--- config.mk ---
export PLATFORM = sky130hd
export DESIGN_NAME = tmr_bank
export DESIGN_NICKNAME = d
export VERILOG_FILES = /design/src/rtl/tmr_pkg.sv /design/src/rtl/tmr_prescaler.sv /design/src/rtl/tmr_channel.sv /design/src/rtl/tmr_bank.sv
export SDC_FILE = /design/constraint.sdc
export NUM_CORES = 1
export LEC_CHECK = 0
export BUFFER_PORTS_ARGS = -buffer_cell sky130_fd_sc_hd__buf_2
export CAP_MARGIN = 20
export CORE_UTILIZATION = 50
export DETAILED_ROUTE_END_ITERATION = 6
export HOLD_SLACK_MARGIN = 0.12
export PLACE_DENSITY_LB_ADDON = 0.05
export SYNTH_ARGS = -nofsm -noshare
export SYNTH_HDL_FRONTEND = slang
export SYNTH_SLANG_ARGS = --single-unit
--- constraint.sdc ---
create_clock -name clk -period 3.95 [get_ports clk]
set_input_delay 0.1975 -clock clk [delete_from_list [all_inputs] [get_ports clk]]
set_output_delay 0.1975 -clock clk [all_outputs]
set_load 0.05 [all_outputs]
--- src/rtl/tmr_pkg.sv ---
package tmr_pkg;
    localparam int ADDR_W = 5;
    localparam int MAX_CH = 7;

    localparam int CTL_EN = 0;
    localparam int CTL_RS = 1;
    localparam int CTL_LD = 2;
    localparam int CTL_IE = 3;
    localparam int CTL_IP = 4;
    localparam int CTL_CF = 7;

    localparam logic [1:0] W_CNT = 2'd0;
    localparam logic [1:0] W_RLD = 2'd1;
    localparam logic [1:0] W_CTL = 2'd2;
    localparam logic [1:0] W_LAT = 2'd3;

    localparam logic [1:0] C_SVAL = 2'd0;
    localparam logic [1:0] C_SRLD = 2'd1;
    localparam logic [1:0] C_CFG  = 2'd2;
    localparam logic [1:0] C_LCFG = 2'd3;

    typedef enum logic {
        CH_STOPPED  = 1'b0,
        CH_COUNTING = 1'b1
    } ch_state_e;
endpackage

--- src/rtl/tmr_prescaler.sv ---
module tmr_prescaler #(
    parameter int SCL_W = 16
) (
    input  logic             clk,
    input  logic             rst_n,
    input  logic             wr_val,
    input  logic             wr_rld,
    input  logic [31:0]      wdata,
    output logic [SCL_W-1:0] val,
    output logic [SCL_W-1:0] rld,
    output logic             tick
);
    // tick in the clock where the down-count sits at zero
    assign tick = (val == '0);

    always_ff @(posedge clk or negedge rst_n) begin
        if (!rst_n) begin
            val <= '0;
            rld <= '0;
        end else begin
            if (wr_rld) rld <= wdata[SCL_W-1:0];
            if (wr_val)    val <= wdata[SCL_W-1:0];
            else if (tick) val <= rld;
            else           val <= val - 1'b1;
        end
    end
endmodule

--- src/rtl/tmr_channel.sv ---
module tmr_channel
    import tmr_pkg::*;
#(
    parameter int CNT_W = 32
) (
    input  logic        clk,
    input  logic        rst_n,
    input  logic        tick,
    input  logic        wr_cnt,
    input  logic        wr_rld,
    input  logic        wr_ctl,
    input  logic        wr_lat,
    input  logic [31:0] wdata,
    output logic [31:0] cnt_rd,
    output logic [31:0] rld_rd,
    output logic [31:0] ctl_rd,
    output logic [31:0] lat_rd,
    output logic        irq,
    output logic        en,
    output logic        ip
);
    ch_state_e        state_q, state_d;
    logic [CNT_W-1:0] cnt_q, rld_q;
    logic [31:0]      lat_q;
    logic             rs_q, ie_q, cf_q, ip_q;
    logic             step, uflow;

    // a counter or control write in this clock drops the tick
    assign step  = tick && (state_q == CH_COUNTING) && !wr_cnt && !wr_ctl;
    assign uflow = step && (cnt_q == '0);

    // next-state logic: start, stop, expire
    always_comb begin
        state_d = state_q;
        unique case (state_q)
            CH_STOPPED: begin
                if (wr_ctl && wdata[CTL_EN]) state_d = CH_COUNTING;
            end
            CH_COUNTING: begin
                if (wr_ctl && !wdata[CTL_EN]) state_d = CH_STOPPED;
                else if (uflow && !rs_q)      state_d = CH_STOPPED;
            end
            default: state_d = CH_STOPPED;
        endcase
    end

    always_ff @(posedge clk or negedge rst_n) begin
        if (!rst_n) state_q <= CH_STOPPED;
        else        state_q <= state_d;
    end

    // datapath registers
    always_ff @(posedge clk or negedge rst_n) begin
        if (!rst_n) begin
            cnt_q <= '0;
            rld_q <= '0;
            lat_q <= '0;
            rs_q  <= 1'b0;
            ie_q  <= 1'b0;
            cf_q  <= 1'b0;
            ip_q  <= 1'b0;
        end else begin
            if (wr_rld) rld_q <= wdata[CNT_W-1:0];
            if (wr_lat) lat_q <= wdata;
            if (wr_ctl) begin
                rs_q <= wdata[CTL_RS];
                ie_q <= wdata[CTL_IE];
                cf_q <= wdata[CTL_CF];
            end
            if (wr_cnt)                      cnt_q <= wdata[CNT_W-1:0];
            else if (wr_ctl && wdata[CTL_LD]) cnt_q <= rld_q;
            else if (step) begin
                if (cnt_q != '0) cnt_q <= cnt_q - 1'b1;
                else if (rs_q)   cnt_q <= rld_q;
                else             cnt_q <= '1;
            end
            if (wr_ctl && wdata[CTL_IP]) ip_q <= 1'b0;
            else if (uflow && ie_q)      ip_q <= 1'b1;
        end
    end

    // output process: one-clock interrupt pulse
    always_ff @(posedge clk or negedge rst_n) begin
        if (!rst_n) irq <= 1'b0;
        else        irq <= uflow && ie_q;
    end

    assign en     = (state_q == CH_COUNTING);
    assign ip     = ip_q;
    assign cnt_rd = 32'(cnt_q);
    assign rld_rd = 32'(rld_q);
    assign lat_rd = lat_q;
    assign ctl_rd = {24'd0, cf_q, 2'b00, ip_q, ie_q, 1'b0, rs_q, en};
endmodule

--- src/rtl/tmr_bank.sv ---
module tmr_bank
    import tmr_pkg::*;
#(
    parameter int NCH      = 4,
    parameter int SCL_W    = 16,
    parameter int CNT_W    = 32,
    parameter int IRQ_BASE = 8
) (
    input  logic              clk,
    input  logic              rst_n,
    input  logic              wr_en,
    input  logic [4:0]        addr,
    input  logic [31:0]       wdata,
    output logic [31:0]       rdata,
    output logic [NCH-1:0]    irq
);
    localparam logic [31:0] CFG_WORD =
        {20'd0, 3'b000, 1'b1, 5'(IRQ_BASE), 3'(NCH)};

    logic [SCL_W-1:0] scl_val, scl_rld;
    logic             scl_tick;
    logic [31:0]      lcfg_q;
    logic [NCH-1:0]   ch_en, ch_ip;
    logic [31:0]      cnt_rd [NCH];
    logic [31:0]      rld_rd [NCH];
    logic [31:0]      ctl_rd [NCH];
    logic [31:0]      lat_rd [NCH];
    logic             common_hit;

    assign common_hit = (addr[4:2] == 3'd0);

    tmr_prescaler #(.SCL_W(SCL_W)) u_scl (
        .clk    (clk),
        .rst_n  (rst_n),
        .wr_val (wr_en && common_hit && addr[1:0] == C_SVAL),
        .wr_rld (wr_en && common_hit && addr[1:0] == C_SRLD),
        .wdata  (wdata),
        .val    (scl_val),
        .rld    (scl_rld),
        .tick   (scl_tick)
    );

    always_ff @(posedge clk or negedge rst_n) begin
        if (!rst_n) lcfg_q <= '0;
        else if (wr_en && common_hit && addr[1:0] == C_LCFG) lcfg_q <= wdata;
    end

    for (genvar i = 0; i < NCH; i++) begin : g_ch
        logic hit;
        assign hit = wr_en && (addr[4:2] == 3'(i + 1));
        tmr_channel #(.CNT_W(CNT_W)) u_ch (
            .clk    (clk),
            .rst_n  (rst_n),
            .tick   (scl_tick),
            .wr_cnt (hit && addr[1:0] == W_CNT),
            .wr_rld (hit && addr[1:0] == W_RLD),
            .wr_ctl (hit && addr[1:0] == W_CTL),
            .wr_lat (hit && addr[1:0] == W_LAT),
            .wdata  (wdata),
            .cnt_rd (cnt_rd[i]),
            .rld_rd (rld_rd[i]),
            .ctl_rd (ctl_rd[i]),
            .lat_rd (lat_rd[i]),
            .irq    (irq[i]),
            .en     (ch_en[i]),
            .ip     (ch_ip[i])
        );
    end

    // read mux; absent channels read zero
    always_comb begin
        rdata = '0;
        if (common_hit) begin
            unique case (addr[1:0])
                C_SVAL:  rdata = 32'(scl_val);
                C_SRLD:  rdata = 32'(scl_rld);
                C_CFG:   rdata = CFG_WORD;
                default: rdata = lcfg_q;
            endcase
        end else begin
            for (int i = 0; i < NCH; i++) begin
                if (addr[4:2] == 3'(i + 1)) begin
                    unique case (addr[1:0])
                        W_CNT:   rdata = cnt_rd[i];
                        W_RLD:   rdata = rld_rd[i];
                        W_CTL:   rdata = ctl_rd[i];
                        default: rdata = lat_rd[i];
                    endcase
                end
            end
        end
    end
endmodule

==> results.sh <==
export IMPL_status="finished, violations left"
export IMPL_violations="DRC"
export IMPL_yosys_area_top_type_share=0.441
export IMPL_fmax_mhz=302
export IMPL_h_tree_depth=2
export IMPL_yosys_warnings=0
export IMPL_slowest_delay_ns=0.74
export IMPL_fillCellCount=4602
export IMPL_finalMaxSlewViolations=0
export IMPL_grt_pass1_wl_um=148000
export IMPL_cp_slowest_cell="nor3_1"
export IMPL_grt_util_all_layers=0.365
export IMPL_numCtsBuffers=54
export IMPL_hpwl_um=67100
export IMPL_die_w_um=233
export IMPL_dieArea_mm2=0.0544
export IMPL_syn_avg_cell_area_um2=10.2
export IMPL_drt_first_pass_iters=7
export IMPL_syn_inst=2620
export IMPL_maxCapViolCount=0
export IMPL_finalHoldViolCount=0
export IMPL_power_leakage_uw=0.0129
export IMPL_skew_ns=0.0216
export IMPL_grt_max_degree=104
export IMPL_crit_chain="or4_1 > or3_4 > nor3_1 > nor2_1 > buf_4 > nand3_1 > nand3_1"
export IMPL_max_vdd_ir_drop_uv=397
export IMPL_layout_drive_gt1_share=0.258
export IMPL_viasPerCell=6.81
export IMPL_async_reset_ff_frac=1.00
export IMPL_io_pins=76
export IMPL_critPathArrivalTime_ns=3.79
export IMPL_synth_edf_count=0
export IMPL_clockRootBuffer="clkbuf_16"
export IMPL_setup_viol=0
export IMPL_synth_seq_area_share=0.441
export IMPL_wl_um=98600
export IMPL_crit_type="flip-flop to flip-flop"
export IMPL_areaGrowthSynthToFinish_pct=12.9
export IMPL_cts_buffer_depth=3
export IMPL_yosysUniqueCellTypes=84
export IMPL_synth_ff_type="dfrtp_1"
export IMPL_finalCritPeriodShare=0.839
export IMPL_syn_area_mm2=0.0268
export IMPL_portBuffers=75
export IMPL_cp_required_ns=4.43
export IMPL_gp_congestion=0.932
export IMPL_clock_sinks=472
export IMPL_ant_nets=0
export IMPL_vias=23000
export IMPL_slew_headroom=0.258
export IMPL_cts_setup_buffers=0
export IMPL_initial_utilization=0.507
export IMPL_hold_ws_ns=0.182
export IMPL_drc=8
export IMPL_grt_pass1_vias=22600
export IMPL_drt_iter0_markers=2792
export IMPL_start_kind="flip-flop"
export IMPL_path_buf_inv=1
export IMPL_rsz0062_at_grt="false"
export IMPL_hold_class="input pin to flip-flop"
export IMPL_gr_total_overflow=0
export IMPL_cp_end_kind="flip-flop"
export IMPL_die_h_um=233
export IMPL_synthTopCellsByArea="dfrtp_1 44%, mux2_2 15%, mux2i_1 3.1%"
export IMPL_finalSetupTns_ns=0
export IMPL_routedWlPerCell_um=29.1
export IMPL_insertion_delay_ns=0.63
export IMPL_cts_tree="done"
export IMPL_antenna_found_initial=2
export IMPL_cp_top_family="simple AND/OR/NAND/NOR gates"
export IMPL_yosys_area_top_type="dfrtp_1"
export IMPL_tightestPinTransition_ns=1.11
export IMPL_crit_path_max_fanout=9
export IMPL_finalNetCount=2700
export IMPL_rows=84
export IMPL_cts_clk_slew_worst_paths_ns=0.06
export IMPL_ys_seq_elements=472
export IMPL_period_needed_ns=3.31
export IMPL_core_mm2=0.0528
export IMPL_cpMostUsedCell="nand3_1"
export IMPL_syn_num_nets=2670
export IMPL_p_per_area_mw_per_mm2=533
==> sequential cells by signal, indices dropped and copies added, names as in the netlist <==
name / cells
g_ch.u_ch.irq: 4
g_ch.u_ch.en: 4
u_scl.rld: 16
lcfg_q: 32
g_ch.u_ch.rld_rd: 128
g_ch.u_ch.ip: 4
g_ch.u_ch.cf_q: 4
g_ch.u_ch.lat_rd: 128
g_ch.u_ch.rs_q: 4
g_ch.u_ch.ie_q: 4
g_ch.u_ch.cnt_rd: 128
u_scl.val: 16
==> final cells by class <==
class	count	area, µm²	share of cell area
diodes	1	2.50	0.0000829
inverters	26	97.6	0.00323
multi-input cells	1876	13900	0.462
well taps	688	861	0.0285
clock buffers	82	1620	0.0535
repair buffers	220	1700	0.0564
clock inverters	18	159	0.00526
flip-flops and latches	472	11800	0.391
==> worst reg2reg max path: cells and delay by family, from the launching register on <==
family	cells	cell delay (ns)
AND/OR/NAND/NOR	6	2.43
flip-flops	1	0.44
buffers and inverters	1	0.30
==> what timing repair did <==
action,4_1_cts,5_1_grt
hold buffers,32,0
endpoints found under the hold margin,200,0
resized for setup,0,0
==> final timing paths <==
path / slack [ns] / end / cells after the start / startpoint
worst min-delay path: 0.18 / g_ch[2].u_ch.rld_rd[2]$_DFFE_PN0P_ / 3 / wdata[2]
worst min register to register: 0.49 / lcfg_q[2]$_DFFE_PN0P_ / 2 / lcfg_q[2]$_DFFE_PN0P_
worst max-delay path: 0.64 / g_ch[1].u_ch.cnt_rd[8]$_DFFE_PN0P_ / 7 / u_scl.val[2]$_DFF_PN0_
worst max register to register: 0.64 / g_ch[1].u_ch.cnt_rd[8]$_DFFE_PN0P_ / 7 / u_scl.val[2]$_DFF_PN0_
max in group asynchronous: 2.69 / g_ch[0].u_ch.cnt_rd[25]$_DFFE_PN0P_ / 3 / rst_n
min in group asynchronous: 0.21 / g_ch[0].u_ch.cnt_rd[13]$_DFFE_PN0P_ / 2 / rst_n
==> power breakdown <==
part / switching [µW] / leakage, µW / internal (µW)
Clock: 2140 / 0.000890 / 2940
Combinational: 2190 / 0.00605 / 1780
Sequential: 1160 / 0.00600 / 5890
Total: 5480 / 0.0129 / 10600
==> cell usage after synthesis, types with 17 or more instances <==
cell	instances
nor2_1	173
or4_1	24
mux2i_1	84
o22ai_1	50
a21oi_1	131
nand2_1	195
buf_1	17
o221ai_1	85
nand3_1	133
a221oi_1	44
inv_1	25
nor3_1	46
mux2_2	356
dfrtp_1	472
xor2_1	40
clkbuf_1	180
o21ai_0	87
a22oi_1	36
nand4_1	22
xnor2_1	65
buf_2	42
nor4_1	34
==> layout by cell type, fill, tap and decap left out, types with 9 or more instances in the layout <==
cell type / netlist / layout
dfrtp_1: 472 / 472
mux2_2: 356 / 356
nand2_1: 195 / 195
nor2_1: 173 / 160
nand3_1: 133 / 133
a21oi_1: 131 / 131
buf_4: 7 / 103
o21ai_0: 87 / 87
o221ai_1: 85 / 85
mux2i_1: 84 / 84
buf_2: 42 / 72
xnor2_1: 65 / 65
clkbuf_16: 0 / 54
o22ai_1: 50 / 50
nor3_1: 46 / 46
a221oi_1: 44 / 44
xor2_1: 40 / 40
a22oi_1: 36 / 36
nor4_1: 34 / 33
dlygate4sd3_1: 0 / 32
inv_1: 25 / 25
or4_1: 24 / 24
nand4_1: 22 / 22
clkbuf_8: 0 / 17
or3_1: 16 / 16
mux4_2: 16 / 16
a31oi_1: 15 / 14
clkinv_2: 0 / 13
o211ai_1: 12 / 12
clkbuf_1: 180 / 12
nand2b_1: 11 / 11
buf_12: 0 / 11
nor3b_1: 10 / 10
o41ai_1: 10 / 10
ha_1: 10 / 10
nor2_4: 0 / 9
==> per-stage QoR <==
stage | worst slack [ns] | std cells | instance area, µm² | utilization | total power, µW
final | 0.635 | 3383 | 30200 | 0.572 | 16100
after CTS | 0.719 | 3382 | 30200 | 0.572 | 16100
after global routing | 0.545 | 3382 | 30200 | 0.572 | 16800
after detailed placement | 0.767 | 3250 | 28100 | 0.533 | 11000
after floorplan | 0.525 | 2620 | 26800 | - | 9500
after global placement | 0.831 | 3250 | 28100 | 0.533 | 10800
==> cell families after synthesis <==
family,Yosys count,synth area share
buf+inv,272,0.0411
flops,472,0.441
xor+xnor,105,0.0344
fa+ha+maj,10,0.00468
compound gates,576,0.149
simple gates,729,0.134
mux,456,0.195
==> routing by layer <==
metal | global-route usage | share of wire | vias to the layer above
met5 | 0 | 0 | -
met4 | 0.134 | 0.037 | 0
met3 | 0.0500 | 0.077 | 192
met2 | 0.582 | 0.46 | 1127
met1 | 0.507 | 0.42 | 11900
li1 | - | - | 9877
(Power assumes the default switching activity.)
